[config.mk]
export PLATFORM = sky130hd
export DESIGN_NAME = supply_guard
export DESIGN_NICKNAME = d
export VERILOG_FILES = /design/src/rtl/sg_pkg.sv /design/src/rtl/sg_mode_sel.sv /design/src/rtl/sg_run_filter.sv /design/src/rtl/sg_status_fmt.sv /design/src/rtl/supply_guard.sv
export SDC_FILE = /design/constraint.sdc
export NUM_CORES = 1
export LEC_CHECK = 0
export BUFFER_PORTS_ARGS = -buffer_cell sky130_fd_sc_hd__buf_2
export CORE_AREA = 2 2 39 41
export CTS_CLUSTER_SIZE = 12
export DETAILED_ROUTE_END_ITERATION = 8
export DIE_AREA = 0 0 41 43
export MAX_ROUTING_LAYER = met4
export SLEW_MARGIN = 20
export SYNTH_ARGS = -nofsm -noshare
export SYNTH_HDL_FRONTEND = slang
export SYNTH_SLANG_ARGS = --single-unit
[constraint.sdc]
create_clock -name clk -period 3 [get_ports clk]
set_input_delay 0.15 -clock clk [delete_from_list [all_inputs] [get_ports clk]]
set_output_delay 0.15 -clock clk [all_outputs]
set_load 0.02 [all_outputs]
[src/rtl/sg_pkg.sv]
package sg_pkg;

    // Operating mode picked from configuration and stop state
    typedef enum logic [1:0] {
        SG_OFF    = 2'd0,
        SG_FILTER = 2'd1,
        SG_DIRECT = 2'd2
    } sg_mode_e;

    typedef struct packed {
        logic req;
    } sg_top_s;

endpackage

[src/rtl/sg_mode_sel.sv]
module sg_mode_sel
    import sg_pkg::*;
(
    input  logic     enable_i,
    input  logic     stop_mode_i,
    input  logic     stop_keep_i,
    input  logic     bypass_i,
    output sg_mode_e mode_o
);

    logic active;

    always_comb begin
        active = enable_i && (!stop_mode_i || stop_keep_i);
        if (!active) begin
            mode_o = SG_OFF;
        end else if (bypass_i) begin
            mode_o = SG_DIRECT;
        end else begin
            mode_o = SG_FILTER;
        end
    end

endmodule

[src/rtl/sg_run_filter.sv]
module sg_run_filter
    import sg_pkg::*;
#(
    parameter int RUN_LEN = 9
) (
    input  logic     clk,
    input  logic     rst_n,
    input  sg_mode_e mode_i,
    input  logic     flag_i,
    output logic     level_d_o,
    output logic     level_q_o
);

    localparam int CW = $clog2(RUN_LEN + 1);
    localparam logic [CW-1:0] RUN_MAX = CW'(RUN_LEN);

    typedef struct packed {
        logic [CW-1:0] count;
        logic          level;
    } filt_s;

    filt_s state_d, state_q;

    always_comb begin
        state_d = state_q;
        unique case (mode_i)
            SG_FILTER: begin
                if (flag_i) begin
                    if (state_q.count != RUN_MAX) begin
                        state_d.count = state_q.count + 1'b1;
                    end
                    state_d.level = (state_d.count >= RUN_MAX);
                end else begin
                    state_d.count = '0;
                    state_d.level = 1'b0;
                end
            end
            SG_DIRECT: begin
                state_d.count = '0;
                state_d.level = flag_i;
            end
            default: begin
                state_d.count = '0;
                state_d.level = 1'b0;
            end
        endcase
    end

    always_ff @(posedge clk or negedge rst_n) begin
        if (!rst_n) begin
            state_q <= '0;
        end else begin
            state_q <= state_d;
        end
    end

    assign level_d_o = state_d.level;
    assign level_q_o = state_q.level;

endmodule

[src/rtl/sg_status_fmt.sv]
module sg_status_fmt #(
    parameter int STATUS_W = 8
) (
    input  logic                level_i,
    output logic [STATUS_W-1:0] status_o
);

    localparam int PAD_W = STATUS_W - 1;

    assign status_o = {level_i, {PAD_W{1'b0}}};

endmodule

[src/rtl/supply_guard.sv]
module supply_guard
    import sg_pkg::*;
#(
    parameter int RUN_LEN  = 9,
    parameter int STATUS_W = 8
) (
    input  logic                clk,
    input  logic                rst_n,
    input  logic                low_flag_i,
    input  logic                cfg_enable_i,
    input  logic                cfg_reset_en_i,
    input  logic                cfg_stop_keep_i,
    input  logic                cfg_bypass_i,
    input  logic                stop_mode_i,
    output logic [STATUS_W-1:0] status_o,
    output logic                reset_req_o
);

    sg_mode_e mode;
    logic     level_d;
    logic     level_q;
    sg_top_s  top_d, top_q;

    sg_mode_sel u_mode (
        .enable_i    (cfg_enable_i),
        .stop_mode_i (stop_mode_i),
        .stop_keep_i (cfg_stop_keep_i),
        .bypass_i    (cfg_bypass_i),
        .mode_o      (mode)
    );

    sg_run_filter #(.RUN_LEN(RUN_LEN)) u_filter (
        .clk       (clk),
        .rst_n     (rst_n),
        .mode_i    (mode),
        .flag_i    (low_flag_i),
        .level_d_o (level_d),
        .level_q_o (level_q)
    );

    sg_status_fmt #(.STATUS_W(STATUS_W)) u_status (
        .level_i  (level_q),
        .status_o (status_o)
    );

    always_comb begin
        top_d     = top_q;
        top_d.req = level_d && cfg_reset_en_i;
    end

    always_ff @(posedge clk or negedge rst_n) begin
        if (!rst_n) begin
            top_q <= '0;
        end else begin
            top_q <= top_d;
        end
    end

    assign reset_req_o = top_q.req;

endmodule

==> results.cfg, run 1 <==
[status]
status = complete, no violations

[job]
maxCapViolCount = 0

[cts]
cts_root_buffer = clkbuf_4
insertion_delay_ps = 240
htreeDepth = 1
post_cts_buffers = 0
cts.sinks = 6
cts.reportedPaths.clkPinSlew_ps = 40
cts_buffer_depth = 2
numCtsBuffers = 3
holdBufCountCts = 1
tritoncts = built
ctsResizeCount = 0

[power_and_ir_drop]
switching_power_uw = 45.55
power_frac_seq_pct = 46.2
p_leak_nw = 0.2835
p_comb_share_pct = 13.1
internal-power_uw = 135.2
p_per_area_nw_per_um2 = 378.1
peakVddDrop_mv = 0.1376
swShare_pct = 25.20
clockPowerShare_pct = 40.7

[grt]
grt_pass1_vias = 280
grt_max_degree = 7
grt_util_met2_pct = 14.37
grt_usage_pct = 9.278
grt_pass1_wl_mm = 1.048
met1_usage_pct = 9.385
use_met3_pct = 4.712
grt.overflow.total = 0
antenna_found_initial = 0
top_usage_layer = met2

[cells_and_area]
fin_cells = 72
layout_common_cells = buf_2 (9), conb_1 (7), dfrtp_1 (6)
antenna_cells = 0
final_common_cell = buf_2
nets = 68
finalCoreUtilization_pct = 34.54
syn_to_final_growth_pct = 14.37
drive_gt1_share_pct = 26.79

[floorplanning]
dieArea_um2 = 1763
fp.dieH_um = 43
pin_count = 17
rows = 14
initial_core_util_pct = 30.20
dieWidth_um = 41
core_area_um2 = 1384

[route]
routed-via-count = 309
drt_iter0_drc = 2
dr.pass1.iters = 2
drtAntennaViolNets = 0
wl_per_cell_um = 9.333
wl_um = 672
vias_per_cell = 4.292
drc_errors = 0

[sta]
rsz0062_at_grt = no
fmaxAchievable_mhz = 699.3
finalHoldViolCount = 0
setup_tns_ps = 0
period_minus_slack_ps = 1430
slew_violations = 0
worst_slack_ps = 1570
post-route-period-util_pct = 47.67
clock_skew_ps = 4.028
setup_viol = 0

[logic_synthesis]
synth.cell_area_um2 = 417.9
synth-compound-area-share_pct = 7.186
synth_top_family_by_area = simple AND/OR/NAND/NOR gates
synthAdderAreaFrac_pct = 5.988
synth_warnings = 0
synthesis.instances = 45
synthMuxAreaShare_pct = 0
synth_xor_area_share_pct = 4.192
synthSimpleGateAreaFrac_pct = 29.64
synth_top_area_cell = dfrtp_1
ys_types = 21
synth-seq-area-share_pct = 35.93
ys_seq_elements = 6
synth_area_leaders = dfrtp_1 (36%), buf_4 (14%), ha_1 (6.0%)
synth.top_cell.area_share_pct = 35.93
syn-mean-instance-area_um2 = 9.287

[worst_setup_path]
worstPathMaxFanout = 3
path_class = reg2reg
r2r_end = reset_req_o
r2r_setup_slack_ps = 1570
crit_path_start_kind = register
cp_slowest_stage_delay_ps = 390
cp_cell_sequence = inv_1 > ha_1 > nand3b_4 > nand2b_4 > a31oi_1 > o21ai_1
r2r_start = u_filter.state_q[2]
crit_slowest_cell = dfrtp_1
rr_worst_depth = 6
worstSetupEndpointType = register
arrival_ps = 1550
path_delay_family = flip-flops
cp.required_ps = 3120
path_buf_inv = 1

[hold_path]
hp-start = cfg_bypass_i
min_path_type = in2reg
min_to = u_filter.level_q_o
min_path_cells = 3

[placement]
placedCellCount = 68
dp_hpwl_um = 580.6
place_congestion = 0.6965
dp_slack_ps = 1556
portBuffers = 9
-- power groups by stage --
stage	registers (mW)	clock network (mW)	logic [mW]
2_1_floorplan	0.0849	0	0.0220
3_3_place_gp	0.0846	0	0.0224
3_5_place_dp	0.0848	0	0.0227
4_1_cts	0.0836	0.0764	0.0236
5_1_grt	0.0836	0.0815	0.0262
6_report	0.0836	0.0736	0.0236
-- cell families (layout without fill, tap and decap cells) --
kind of cell	after synthesis	count (layout)
flops	6	6
buf+inv	10	15
fa+ha+maj	2	2
compound gates	5	5
xor+xnor	2	2
simple gates	19	19
other cells	1	7
-- flip-flops by register name, indices dropped and copies added, names as in the netlist --
name                count
u_filter.state_q        4
u_filter.level_q_o      1
reset_req_o             1
-- cell type report --
cell class | instances | area (um2)
Tap cell | 16 | 20.02
Timing Repair Buffer | 10 | 55.05
Clock buffer | 3 | 22.52
Sequential cell | 6 | 150.1
Multi-Input combinational cell | 35 | 222.7
Inverter | 2 | 7.507
Fill cell | 140 | 905.9
-- cells in the mapped netlist --
| library cell | count |
|---|---|
| buf_4 | 8 |
| dfrtp_1 | 6 |
| nand2_1 | 5 |
| nand3_1 | 5 |
| ha_1 | 2 |
| inv_1 | 2 |
| nor2b_1 | 2 |
| o21ai_1 | 2 |
| a21oi_1 | 1 |
| a21oi_2 | 1 |
| a31oi_1 | 1 |
| and3b_1 | 1 |
| conb_1 | 1 |
| nand2b_1 | 1 |
| nand2b_4 | 1 |
| nand3b_1 | 1 |
| nand3b_4 | 1 |
| nor2_1 | 1 |
| or2b_1 | 1 |
| xnor2_1 | 1 |
| xor2_1 | 1 |
-- per-stage QoR --
| stage | power, mW | hold WS (ps) | area, um2 |
|---|---|---|---|
| after floorplan | 0.1069 | -145.6 | 440.4 |
| after global placement | 0.1070 | -24.23 | 445.4 |
| after detailed placement | 0.1074 | -23.83 | 445.4 |
| after CTS | 0.1836 | 143.4 | 478.0 |
| after global routing | 0.1913 | 155.6 | 478.0 |
| final | 0.1807 | 150.6 | 478.0 |
-- worst max path at each step --
stage | startpoint | endpoint | cells after the start | slack (ps)
global route | u_filter.state_q[2] | reset_req_o | 6 | 1480
detailed placement | u_filter.state_q[2] | reset_req_o | 6 | 1560
CTS | u_filter.state_q[2] | reset_req_o | 6 | 1550
finish | u_filter.state_q[2] | reset_req_o | 6 | 1570
global placement | u_filter.state_q[2] | reset_req_o | 6 | 1570
floorplan | u_filter.state_q[2] | reset_req_o | 6 | 1690
-- worst min-delay path: cells and delay by family --
kind	cells	cell delay, ps
buffers and inverters	1	90
AO/OA/AOI/OAI	1	60
AND/OR/NAND/NOR	1	50
-- metal layers --
layer | wire [um] | share of wire, %
met1 | 277 | 41
met2 | 344 | 51
met3 | 34 | 5.1
met4 | 15 | 2.2
met5 | 0 | 0
No activity file was read; power rests on OpenSTA's default activity.
==> run 2: changes to the inputs <==
==> constraint.sdc (replaced) <==
create_clock -name clk -period 1.2 [get_ports clk]
set_input_delay 0.06 -clock clk [delete_from_list [all_inputs] [get_ports clk]]
set_output_delay 0.06 -clock clk [all_outputs]
set_load 0.02 [all_outputs]
==> results.cfg, run 2 (synthesized netlist as in run 1, its figures left out) <==
[worst_setup_path]
arrival_ps = 1360
crit_path_start_kind = register
worstSetupEndpointType = register
path_class = reg2reg
crit_slowest_cell = dfrtp_1
worstPathMaxFanout = 3
cp_cell_sequence = inv_2 > ha_4 > nand3b_4 > xor2_2 > a31oi_2 > o21ai_1
rr_worst_depth = 6
cp.required_ps = 1320
cp_slowest_stage_delay_ps = 390

[route]
drc_errors = 0
routed-via-count = 324
drt_iter0_drc = 9
wl_um = 649
dr.pass1.iters = 4
wl_per_cell_um = 8.539
vias_per_cell = 4.263
drtAntennaViolNets = 0

[sta]
setup_viol = 2
post-route-period-util_pct = 103.1
slew_violations = 0
fmaxAchievable_mhz = 807.9
finalHoldViolCount = 0
rsz0062_at_grt = yes
clock_skew_ps = 0.8444
period_minus_slack_ps = 1238
worst_slack_ps = -37.76

[cts]
htreeDepth = 1
post_cts_buffers = 0
cts_root_buffer = clkbuf_4
insertion_delay_ps = 240
cts.sinks = 6
cts_buffer_depth = 2
tritoncts = built
cts.reportedPaths.clkPinSlew_ps = 40
numCtsBuffers = 3

[cells_and_area]
fin_area_um2 = 544.3
final_common_cell = buf_2
layout_common_cells = buf_2 (9), conb_1 (7), dfrtp_1 (6)
drive_gt1_share_pct = 41.67
regMostFlops = u_filter.state_q
regArea_um2 = 150.1
syn_to_final_growth_pct = 30.24
largest_reg_flops = 4
antenna_cells = 0
multiInputGateArea_um2 = 259.0
nets = 72
fillCellCount = 138

[grt]
grt.overflow.total = 0
grt_pass1_wl_mm = 1.138
grt_max_degree = 7
grt_usage_pct = 10.34
grt_pass1_vias = 300
antenna_found_initial = 0

[placement]
placed_cell_area_um2 = 488.0
place_congestion = 0.6544
portBuffers = 9
dp_hpwl_um = 538.7

[floorplanning]
fp.dieH_um = 43
pin_count = 17
rows = 14
dieArea_um2 = 1763
initial_core_util_pct = 30.20
dieWidth_um = 41
core_area_um2 = 1384

[status]
violations = negative setup slack
status = finished with violations

[power_and_ir_drop]
p_per_area_nw_per_um2 = 829.5
peakVddDrop_mv = 0.2507
finalPower_uw = 451.5
p_leak_nw = 0.3121

[hold_path]
min_path_type = in2reg
min_path_cells = 3

[job]
maxCapViolCount = 0
run 2: power by group:
part	leakage [nW]	total [mW]	internal (mW)	switching, mW
Sequential	0.0829	0.209	0.207	0.00221
Clock	0.0138	0.178	0.113	0.0650
Combinational	0.215	0.0652	0.0230	0.0422
run 2: cell type report:
type,instances,share of cell area [%]
timing repair buffer,14,15.63
multi-input combinational,35,47.59
tap,16,3.678
inverter,2,1.379
clock buffer,3,4.138
sequential,6,27.59
run 2: timing repair:
item / CTS / global route
gates cloned: 0 / 0
hold buffers: 1 / 0
endpoints found under the setup margin: 3 / 5
pin swaps: 0 / 1
resized for setup: 2 / 2
endpoints found under the hold margin: 6 / 0
run 2: path summary, 6_finish.rpt:
| kind | start | endpoint | slack, ps |
|---|---|---|---|
| setup / recovery | u_filter.state_q[2] | reset_req_o | -40 |
| setup reg to reg | u_filter.state_q[2] | reset_req_o | -40 |
| max in group asynchronous | rst_n | reset_req_o | 880 |
| hold / removal | cfg_bypass_i | u_filter.level_q_o | 60 |
| hold reg to reg | u_filter.state_q[3] | u_filter.state_q[3] | 660 |
| min in group asynchronous | rst_n | u_filter.state_q[2] | 180 |
run 2: per-stage QoR:
stage	hold WS (ps)	setup WS (ps)	util, %	TNS [ps]	std cells
floorplan	-235.6	-11.73	-	-23.46	51
global placement	-106.5	-79.53	35.26	-174.3	72
detailed placement	-111.6	-73.06	35.26	-158.0	72
CTS	56.96	-42.25	38.25	-80.95	76
global route	72.93	-107.2	39.33	-257.6	76
finish	63.01	-37.76	39.33	-72.55	76
run 2: metal layers:
metal | part of all wire, % | GRT usage [%] | wire [um] | up-vias
met3 | 8.5 | 3.141 | 55 | 4
met2 | 46 | 14.06 | 299 | 12
met4 | 3.5 | 10.00 | 23 | 0
met1 | 42 | 11.11 | 270 | 141
li1 | - | - | - | 167
met5 | 0 | - | 0 | -
run 2: worst max-delay path, delay by kind of cell (launching register included):
family          cells  cell delay, ps
flops               1             390
xor+xnor            1             160
simple gates        1              90
fa+ha+maj           1             140
compound gates      2             250
buf+inv             1              80
==> run 3: changes to the inputs <==
--- a/config.mk
+++ b/config.mk
@@ -11,6 +11,7 @@
 export DETAILED_ROUTE_END_ITERATION = 8
 export DIE_AREA = 0 0 41 43
 export MAX_ROUTING_LAYER = met4
+export RECOVER_POWER = 25
 export SLEW_MARGIN = 20
 export SYNTH_ARGS = -nofsm -noshare
 export SYNTH_HDL_FRONTEND = slang
==> results.cfg, run 3 (synthesized netlist as in run 1, its figures left out) <==
[status]
status = finished with violations
violations = negative setup slack

[cts]
cts_root_buffer = clkbuf_4
cts.reportedPaths.clkPinSlew_ps = 40
htreeDepth = 1
numCtsBuffers = 3
tritoncts = built
cts.sinks = 6
insertion_delay_ps = 240
cts_buffer_depth = 2

[grt]
antenna_found_initial = 0
grt_usage_pct = 10.34
grt_pass1_wl_mm = 1.138
grt.overflow.total = 0
grt_max_degree = 7
grt_pass1_vias = 300

[worst_setup_path]
rr_worst_depth = 6
cp.required_ps = 1320
worstPathMaxFanout = 3
r2r_setup_slack_ps = -40
path_class = reg2reg
r2r_end = reset_req_o
crit_path_start_kind = register
r2r_start = u_filter.state_q[2]
arrival_ps = 1360
worstSetupEndpointType = register

[placement]
portBuffers = 9
place_congestion = 0.6544
dp_hpwl_um = 538.7

[floorplanning]
initial_core_util_pct = 30.20
dieWidth_um = 41
core_area_um2 = 1384
pin_count = 17
dieArea_um2 = 1763
fp.dieH_um = 43
rows = 14

[sta]
clock_skew_ps = 0.8050
post-route-period-util_pct = 103.1
worst_slack_ps = -36.75
fmaxAchievable_mhz = 808.6
setup_viol = 2
fin_hold_ws_ps = 63.38
rsz0062_at_grt = yes
slew_violations = 0
finalHoldViolCount = 0
period_minus_slack_ps = 1237

[route]
wl_um = 652
drtAntennaViolNets = 0
vias_per_cell = 4.250
routed-via-count = 323
wl_per_cell_um = 8.579
drt_iter0_drc = 9
drc_errors = 0
dr.pass1.iters = 4

[hold_path]
min_path_cells = 3
min_to = u_filter.level_q_o
hp-start = cfg_bypass_i
min_path_type = in2reg

[job]
maxCapViolCount = 0

[cells_and_area]
antenna_cells = 0
largest_reg_flops = 4
finalCoreUtilization_pct = 39.24
layout_common_cells = buf_2 (8), conb_1 (7), dfrtp_1 (6)
nets = 72
drive_gt1_share_pct = 40.00
final_common_cell = buf_2
syn_to_final_growth_pct = 29.94
regMostFlops = u_filter.state_q

[power_and_ir_drop]
finalPower_uw = 450.6
p_per_area_nw_per_um2 = 829.8
p_leak_nw = 0.3093
peakVddDrop_mv = 0.2499
run 3: changes by cell type in the layout (fill, tap and decap cells not counted), sizes merged:
cell    previous run  this run
buf               13        12
clkbuf             3         4
run 3: what timing repair did:
action	CTS	global route
resized for setup	2	2
endpoints found under the hold margin	6	0
endpoints found under the setup margin	3	5
setup buffers	0	0
hold buffers	1	0
pin swaps	0	1
run 3: area by class of cell:
| cell class | instances | area, um2 |
|---|---|---|
| well taps | 16 | 20.02 |
| inverters | 2 | 7.507 |
| multi-input cells | 35 | 259.0 |
| repair buffers | 14 | 83.83 |
| flip-flops and latches | 6 | 150.1 |
| clock buffers | 3 | 22.52 |
| fillers | 139 | 840.8 |
run 3: report_power, final:
group          switching [mW]  internal (mW)  total [mW]
Sequential            0.00221          0.207       0.209
Combinational          0.0422         0.0225      0.0647
Clock                  0.0646          0.113       0.177
run 3: worst max-delay path, cell delays in order (launching register included):
cell and delay [ps]:
dfrtp_1 390, inv_2 80, ha_4 140, nand3b_4 90, xor2_2 160, a31oi_2 170
o21ai_1 80
run 3: worst max-delay path by stage:
stage	start	to	slack, ps	depth (start not counted)
3_5_place_dp	u_filter.state_q[1]	reset_req_o	-70	5
3_3_place_gp	u_filter.state_q[1]	reset_req_o	-80	5
4_1_cts	u_filter.state_q[2]	reset_req_o	-40	6
6_report	u_filter.state_q[2]	reset_req_o	-40	6
2_1_floorplan	u_filter.state_q[2]	reset_req_o	-10	6
5_1_grt	u_filter.state_q[1]	reset_req_o	-110	5
run 3: through the flow:
stage	setup TNS, ps	cells	instance area [um2]	setup slack (ps)
after global placement	-174.3	72	488.0	-79.53
after detailed placement	-158.0	72	488.0	-73.06
final	-70.66	76	543.0	-36.75
after global routing	-257.6	76	543.0	-107.2
after floorplan	-23.46	51	452.9	-11.73
after CTS	-80.95	76	529.3	-42.25
run 3: per-layer routing:
metal	vias up	track usage (%)	routed length, um
li1	166	-	-
met1	141	11.11	273
met2	12	14.06	299
met3	4	3.141	55
met4	0	10.00	23
met5	-	-	0
